**src/rtl/rars_pkg.sv**
```systemverilog
package rars_pkg;
    localparam int unsigned PTR_W      = 8;
    localparam int unsigned NIB_W      = 4;
    localparam int unsigned ENTRY_NIBS = 3;
    localparam int unsigned ENTRY_W    = ENTRY_NIBS * NIB_W;
    localparam int unsigned SLOT_LSB   = 2;
    localparam int unsigned SLOT_W     = PTR_W - SLOT_LSB;
    localparam int unsigned DEPTH      = 1 << PTR_W;

    typedef enum logic [1:0] {
        OP_IDLE,
        OP_PUSH,
        OP_POP,
        OP_REPLACE
    } stack_op_e;

    typedef struct packed {
        logic [PTR_W-1:0] ptr;
    } ptr_state_t;
endpackage

```
**src/rtl/rars_ptr_ctrl.sv**
```systemverilog
module rars_ptr_ctrl
    import rars_pkg::*;
#(
    parameter logic [PTR_W-1:0] RESET_PTR = 8'hFC
) (
    input  logic              clk,
    input  logic              rst_n,
    input  logic              push_i,
    input  logic              pop_i,
    input  logic              load_i,
    input  logic [PTR_W-1:0]  load_val_i,
    output logic [PTR_W-1:0]  ptr_o,
    output logic              entry_we_o,
    output logic [SLOT_W-1:0] entry_slot_o
);
    localparam logic [PTR_W-1:0] STEP = PTR_W'(1 << SLOT_LSB);

    ptr_state_t state_d, state_q;
    stack_op_e  op;
    logic [PTR_W-1:0] ptr_inc;
    logic [PTR_W-1:0] ptr_dec;

    always_comb begin
        op = OP_IDLE;
        if (!load_i) begin
            unique case ({push_i, pop_i})
                2'b10:   op = OP_PUSH;
                2'b01:   op = OP_POP;
                2'b11:   op = OP_REPLACE;
                default: op = OP_IDLE;
            endcase
        end
    end

    always_comb begin
        ptr_inc      = state_q.ptr + STEP;
        ptr_dec      = state_q.ptr - STEP;
        state_d      = state_q;
        entry_we_o   = 1'b0;
        entry_slot_o = state_q.ptr[PTR_W-1:SLOT_LSB];
        if (load_i) begin
            state_d.ptr = load_val_i;
        end else begin
            unique case (op)
                OP_PUSH: begin
                    state_d.ptr  = ptr_inc;
                    entry_we_o   = 1'b1;
                    entry_slot_o = ptr_inc[PTR_W-1:SLOT_LSB];
                end
                OP_POP: begin
                    state_d.ptr = ptr_dec;
                end
                OP_REPLACE: begin
                    entry_we_o = 1'b1;
                end
                default: ;
            endcase
        end
    end

    always_ff @(posedge clk) begin
        if (!rst_n) begin
            state_q.ptr <= RESET_PTR;
        end else begin
            state_q <= state_d;
        end
    end

    assign ptr_o = state_q.ptr;
endmodule

```
**src/rtl/rars_nibble_store.sv**
```systemverilog
module rars_nibble_store
    import rars_pkg::*;
#(
    parameter int unsigned SPARE_IDX = 0
) (
    input  logic               clk,
    input  logic               rst_n,
    input  logic               entry_we_i,
    input  logic [SLOT_W-1:0]  entry_slot_i,
    input  logic [ENTRY_W-1:0] entry_data_i,
    input  logic               var_we_i,
    input  logic [PTR_W-1:0]   var_addr_i,
    input  logic [NIB_W-1:0]   var_wdata_i,
    input  logic [SLOT_W-1:0]  top_slot_i,
    output logic [ENTRY_W-1:0] top_data_o,
    output logic [NIB_W-1:0]   var_rdata_o
);
    localparam int unsigned SLOT_NIBS = 1 << SLOT_LSB;

    logic [DEPTH-1:0][NIB_W-1:0] mem_d, mem_q;
    logic                        var_ok;

    assign var_ok = var_we_i &&
        (var_addr_i[SLOT_LSB-1:0] == SLOT_LSB'(SPARE_IDX));

    always_comb begin
        mem_d = mem_q;
        if (var_ok) begin
            mem_d[var_addr_i] = var_wdata_i;
        end
        if (entry_we_i) begin
            for (int k = 0; k < ENTRY_NIBS; k++) begin
                mem_d[{entry_slot_i, SLOT_LSB'((SPARE_IDX + 1 + k) % SLOT_NIBS)}] =
                    entry_data_i[k*NIB_W +: NIB_W];
            end
        end
    end

    always_ff @(posedge clk) begin
        if (!rst_n) begin
            mem_q <= '0;
        end else begin
            mem_q <= mem_d;
        end
    end

    genvar g;
    generate
        for (g = 0; g < ENTRY_NIBS; g++) begin : g_top_read
            assign top_data_o[g*NIB_W +: NIB_W] =
                mem_q[{top_slot_i, SLOT_LSB'((SPARE_IDX + 1 + g) % SLOT_NIBS)}];
        end
    endgenerate

    assign var_rdata_o = mem_q[var_addr_i];
endmodule

```
**src/rtl/rars_top.sv**
```systemverilog
module rars_top
    import rars_pkg::*;
(
    input  logic               clk,
    input  logic               rst_n,
    input  logic               push_i,
    input  logic [ENTRY_W-1:0] push_addr_i,
    input  logic               pop_i,
    input  logic               ptr_load_i,
    input  logic [PTR_W-1:0]   ptr_load_val_i,
    output logic [PTR_W-1:0]   ptr_o,
    output logic [ENTRY_W-1:0] top_o,
    input  logic               var_we_i,
    input  logic [PTR_W-1:0]   var_addr_i,
    input  logic [NIB_W-1:0]   var_wdata_i,
    output logic [NIB_W-1:0]   var_rdata_o
);
    logic              entry_we;
    logic [SLOT_W-1:0] entry_slot;

    rars_ptr_ctrl #(
        .RESET_PTR (8'hFC)
    ) i_ptr (
        .clk          (clk),
        .rst_n        (rst_n),
        .push_i       (push_i),
        .pop_i        (pop_i),
        .load_i       (ptr_load_i),
        .load_val_i   (ptr_load_val_i),
        .ptr_o        (ptr_o),
        .entry_we_o   (entry_we),
        .entry_slot_o (entry_slot)
    );

    rars_nibble_store #(
        .SPARE_IDX (0)
    ) i_store (
        .clk          (clk),
        .rst_n        (rst_n),
        .entry_we_i   (entry_we),
        .entry_slot_i (entry_slot),
        .entry_data_i (push_addr_i),
        .var_we_i     (var_we_i),
        .var_addr_i   (var_addr_i),
        .var_wdata_i  (var_wdata_i),
        .top_slot_i   (ptr_o[PTR_W-1:SLOT_LSB]),
        .top_data_o   (top_o),
        .var_rdata_o  (var_rdata_o)
    );
endmodule

```
**config.mk**
```make
export PLATFORM = sky130hd
export DESIGN_NAME = rars_top
export DESIGN_NICKNAME = d
export VERILOG_FILES = /design/src/rtl/rars_pkg.sv /design/src/rtl/rars_ptr_ctrl.sv /design/src/rtl/rars_nibble_store.sv /design/src/rtl/rars_top.sv
export SDC_FILE = /design/constraint.sdc
export NUM_CORES = 2
export LEC_CHECK = 0
export BUFFER_PORTS_ARGS = -buffer_cell sky130_fd_sc_hd__buf_2
export CAP_MARGIN = 20
export CORE_MARGIN = 2
export CORE_UTILIZATION = 58
export DETAILED_ROUTE_END_ITERATION = 10
export GPL_TIMING_DRIVEN = 1
export PLACE_DENSITY_LB_ADDON = 0.2
export SLEW_MARGIN = 25
export SYNTH_ARGS = -nofsm -noshare
export SYNTH_HDL_FRONTEND = slang
export SYNTH_SLANG_ARGS = --single-unit
```
**constraint.sdc**
```tcl
create_clock -name clk -period 2.5 [get_ports clk]
set_input_delay 0.125 -clock clk [delete_from_list [all_inputs] [get_ports clk]]
set_output_delay 0.125 -clock clk [all_outputs]
set_load 0.02 [all_outputs]
```
==> out/results.ini <==
[clock_network]
cts_tree = yes
clk_path_buf_depth = 3
insertion_delay_ps = 700
clkTransAtPathRegs_ps = 60
clockRootBuffer = clkbuf_16
cts_sinks = 1032
cts_buffers = 111
cts-htree-levels = 3

[setup_path]
r2r_slack_ps = -550
reg2reg_from = i_ptr.ptr_o[2]$_SDFFE_PN1N_
r2r_cells = 15
crit_start = i_ptr.ptr_o[2]$_SDFFE_PN1N_
timing_worst_setup_path_type = reg -> out
cp_data_required_time_ps = 2380
crit_arrival_ps = 3510
rr_endpoint = i_store.mem_q[661]$_SDFF_PN0_
cp-start-kind = flop
crit_end = top_o[3]
crit_fanout = 6
end_kind = output pin

[layout]
nets = 5236
mostFrequentLayoutCells = dfxtp_1 (1,016), mux2i_1 (849), nor2b_1 (849)
layout-area-overhead-vs-synth_pct = 21.43
final_common_cell = dfxtp_1
layoutNonFillerInstCount = 6539
drive_above_1_share_pct = 29.87

[sta]
finalSetupTns_ps = -262850
fin_crit_sh_pct = 145.6
relSlewSlack_pct = 42.96
setup_viol = 784
period_minus_slack_ps = 3639
finalMaxSlewViolations = 0
worst_hold_slack_ps = 0.7708
fmax_mhz = 274.8
rsz0062_at_grt = true
worst_slew_pin_slew_ps = 855.6
hold_violations = 0
finalClockSkew_ps = 17.13
fin_ws_ps = -1139

[placed_design]
dpl.cell_count = 6274
globalplace.congestion = 1.033
place_ws_ps = -1094
io_buffers = 61
dp_hpwl_um = 132500

[route]
drc = 0
drtAntennaViolNets = 0
vias_per_cell = 6.535
dr_total_vias = 42740
wl_per_cell_um = 29.49
wirelength_um = 192800
drt-pass1-iter-count = 6
drt_iter0_drc = 5318

[run]
maxCapViolCount = 0

[floorplanning]
start_util_pct = 58.68
io_pins = 62
core_sq_mm = 0.09361
dieArea_sq_mm = 0.09718
std_cell_rows = 112
die_w_um = 311.7
fp.dieH_um = 311.7

[worst_hold_path]
worst_hold_path_type = in -> reg
holdCritStartpoint = push_addr_i[6]

[synthesis]
synth_area_leaders = dfxtp_1 (38%), mux4_2 (22%), mux2i_1 (16%), nor2b_1 (9.7%), a21boi_0 (2.7%)
synthDominantCellAreaShare_pct = 37.61
synthFlopType = dfxtp_1
yosys.area.top_type = dfxtp_1
netlist_area_sq_mm = 0.05493
yosysUniqueCellTypes = 71
synth_edf_count = 0
synth_cells = 4851
async_flop_share_pct = 0
syn_area_per_cell_sq_um = 11.32
ys_seq_elements = 1032
seq_area_frac_synth_pct = 37.61
yosysWarnings = 0
synth_fp_nets = 4891

[power_and_ir_drop]
switching_power_mw = 9.433
p_int_mw = 28.25
swShare_pct = 25.03
power_leakage_nw = 25.17
ir_drop_mv = 0.5501
fin_total_pwr_mw = 37.68
p_comb_share_pct = 10.9
clockPowerShare_pct = 45.1
power_frac_seq_pct = 44.0
power.density_mw_per_mm2 = 564.9

[global_routing]
grt_pass1_vias = 41870
grt_start_max_net_pins = 130
grt_remaining_overflow = 0
antenna_found_initial = 9
grt_pass1_wl_um = 281100
grt_usage_pct = 38.46

[run_status]
status = finished, violations left
violations = negative setup slack

[repair_timing]
item / 4_1_cts / 5_1_grt
endpoints found under the hold margin: 123 / 0
hold buffers: 18 / 0
setup endpoints to repair: 784 / 784
pin swaps: 25 / 18
cloned: 1 / 15
buffers inserted: 14 / 25
resized for setup: 97 / 110
[per-layer routing]
| metal | global-route usage (%) | vias to the layer above | part of all wire, % | wire (um) |
|---|---|---|---|---|
| li1 | - | 18350 | - | - |
| met1 | 51.70 | 21330 | 39 | 75450 |
| met2 | 57.93 | 2432 | 44 | 84890 |
| met3 | 9.191 | 613 | 11 | 20630 |
| met4 | 19.89 | 6 | 6.1 | 11840 |
| met5 | 0 | - | 0.023 | 44 |
[synth_stat cells, types with 10 or more instances]
master / n
a211oi_1: 12
a211oi_2: 20
a21boi_0: 200
a21oi_1: 16
a21oi_2: 16
a22oi_1: 25
buf_1: 77
buf_2: 96
buf_4: 46
clkbuf_1: 282
dfxtp_1: 1032
mux2_2: 13
mux2i_1: 863
mux4_2: 525
nand2_1: 294
nand2b_1: 15
nand3_1: 223
nor2_1: 43
nor2b_1: 849
nor3_1: 24
nor4_1: 10
o211ai_1: 30
o21ai_1: 19
[stage by stage]
stage / instance area [sq um] / util [%]
floorplan: 55110 / -
global placement: 61230 / 65.41
detailed placement: 61240 / 65.42
CTS: 65760 / 70.25
global route: 66700 / 71.25
finish: 66700 / 71.25
[cells by family after synthesis]
group / share of synthesized area (%)
AOI/OAI and AO/OA: 5.533
xor gates and xnor gates: 0.1390
adders and majority gates: 0.04555
buffers and inverters: 4.141
DFF: 37.61
muxes: 37.52
and+or+nand+nor: 15.01
[power groups by stage]
stage | sequential, mW | clock, mW | combinational (mW)
after floorplan | 16.9 | 0 | 2.15
after global placement | 16.9 | 0 | 3.67
after detailed placement | 16.9 | 0 | 3.69
after CTS | 16.6 | 17.1 | 3.83
after global routing | 16.6 | 17.7 | 4.22
final | 16.6 | 17.0 | 4.11
[critical path, cell delays in order (launching register included)]
cell,delay [ps]
dfxtp_4,400
buf_12,160
buf_12,160
buf_12,130
mux4_2,540
mux4_2,620
mux4_2,580
buf_2,190
[layout make-up]
type	count	area (sq um)
clock buffer	163	3314
timing repair buffer	739	7929
tap	1254	1569
fill	6630	26910
sequential	1032	20690
multi-input combinational	3303	32720
antenna	2	5.005
inverter	9	36.28
clock inverter	37	441.7
[worst min-delay path by stage]
stage / cells after the start / endpoint / slack (ps)
4_1_cts: 3 / i_store.mem_q[120]$_SDFF_PN0_ / 1
3_3_place_gp: 3 / i_ptr.ptr_o[7]$_SDFFE_PN1N_ / 360
5_1_grt: 4 / i_store.mem_q[122]$_SDFF_PN0_ / 20
3_5_place_dp: 3 / i_ptr.ptr_o[6]$_SDFFE_PN1N_ / 360
6_report: 4 / i_store.mem_q[394]$_SDFF_PN0_ / 0.8
2_1_floorplan: 2 / i_ptr.ptr_o[2]$_SDFFE_PN1N_ / 270
No activity file was read; power rests on OpenSTA's default activity.
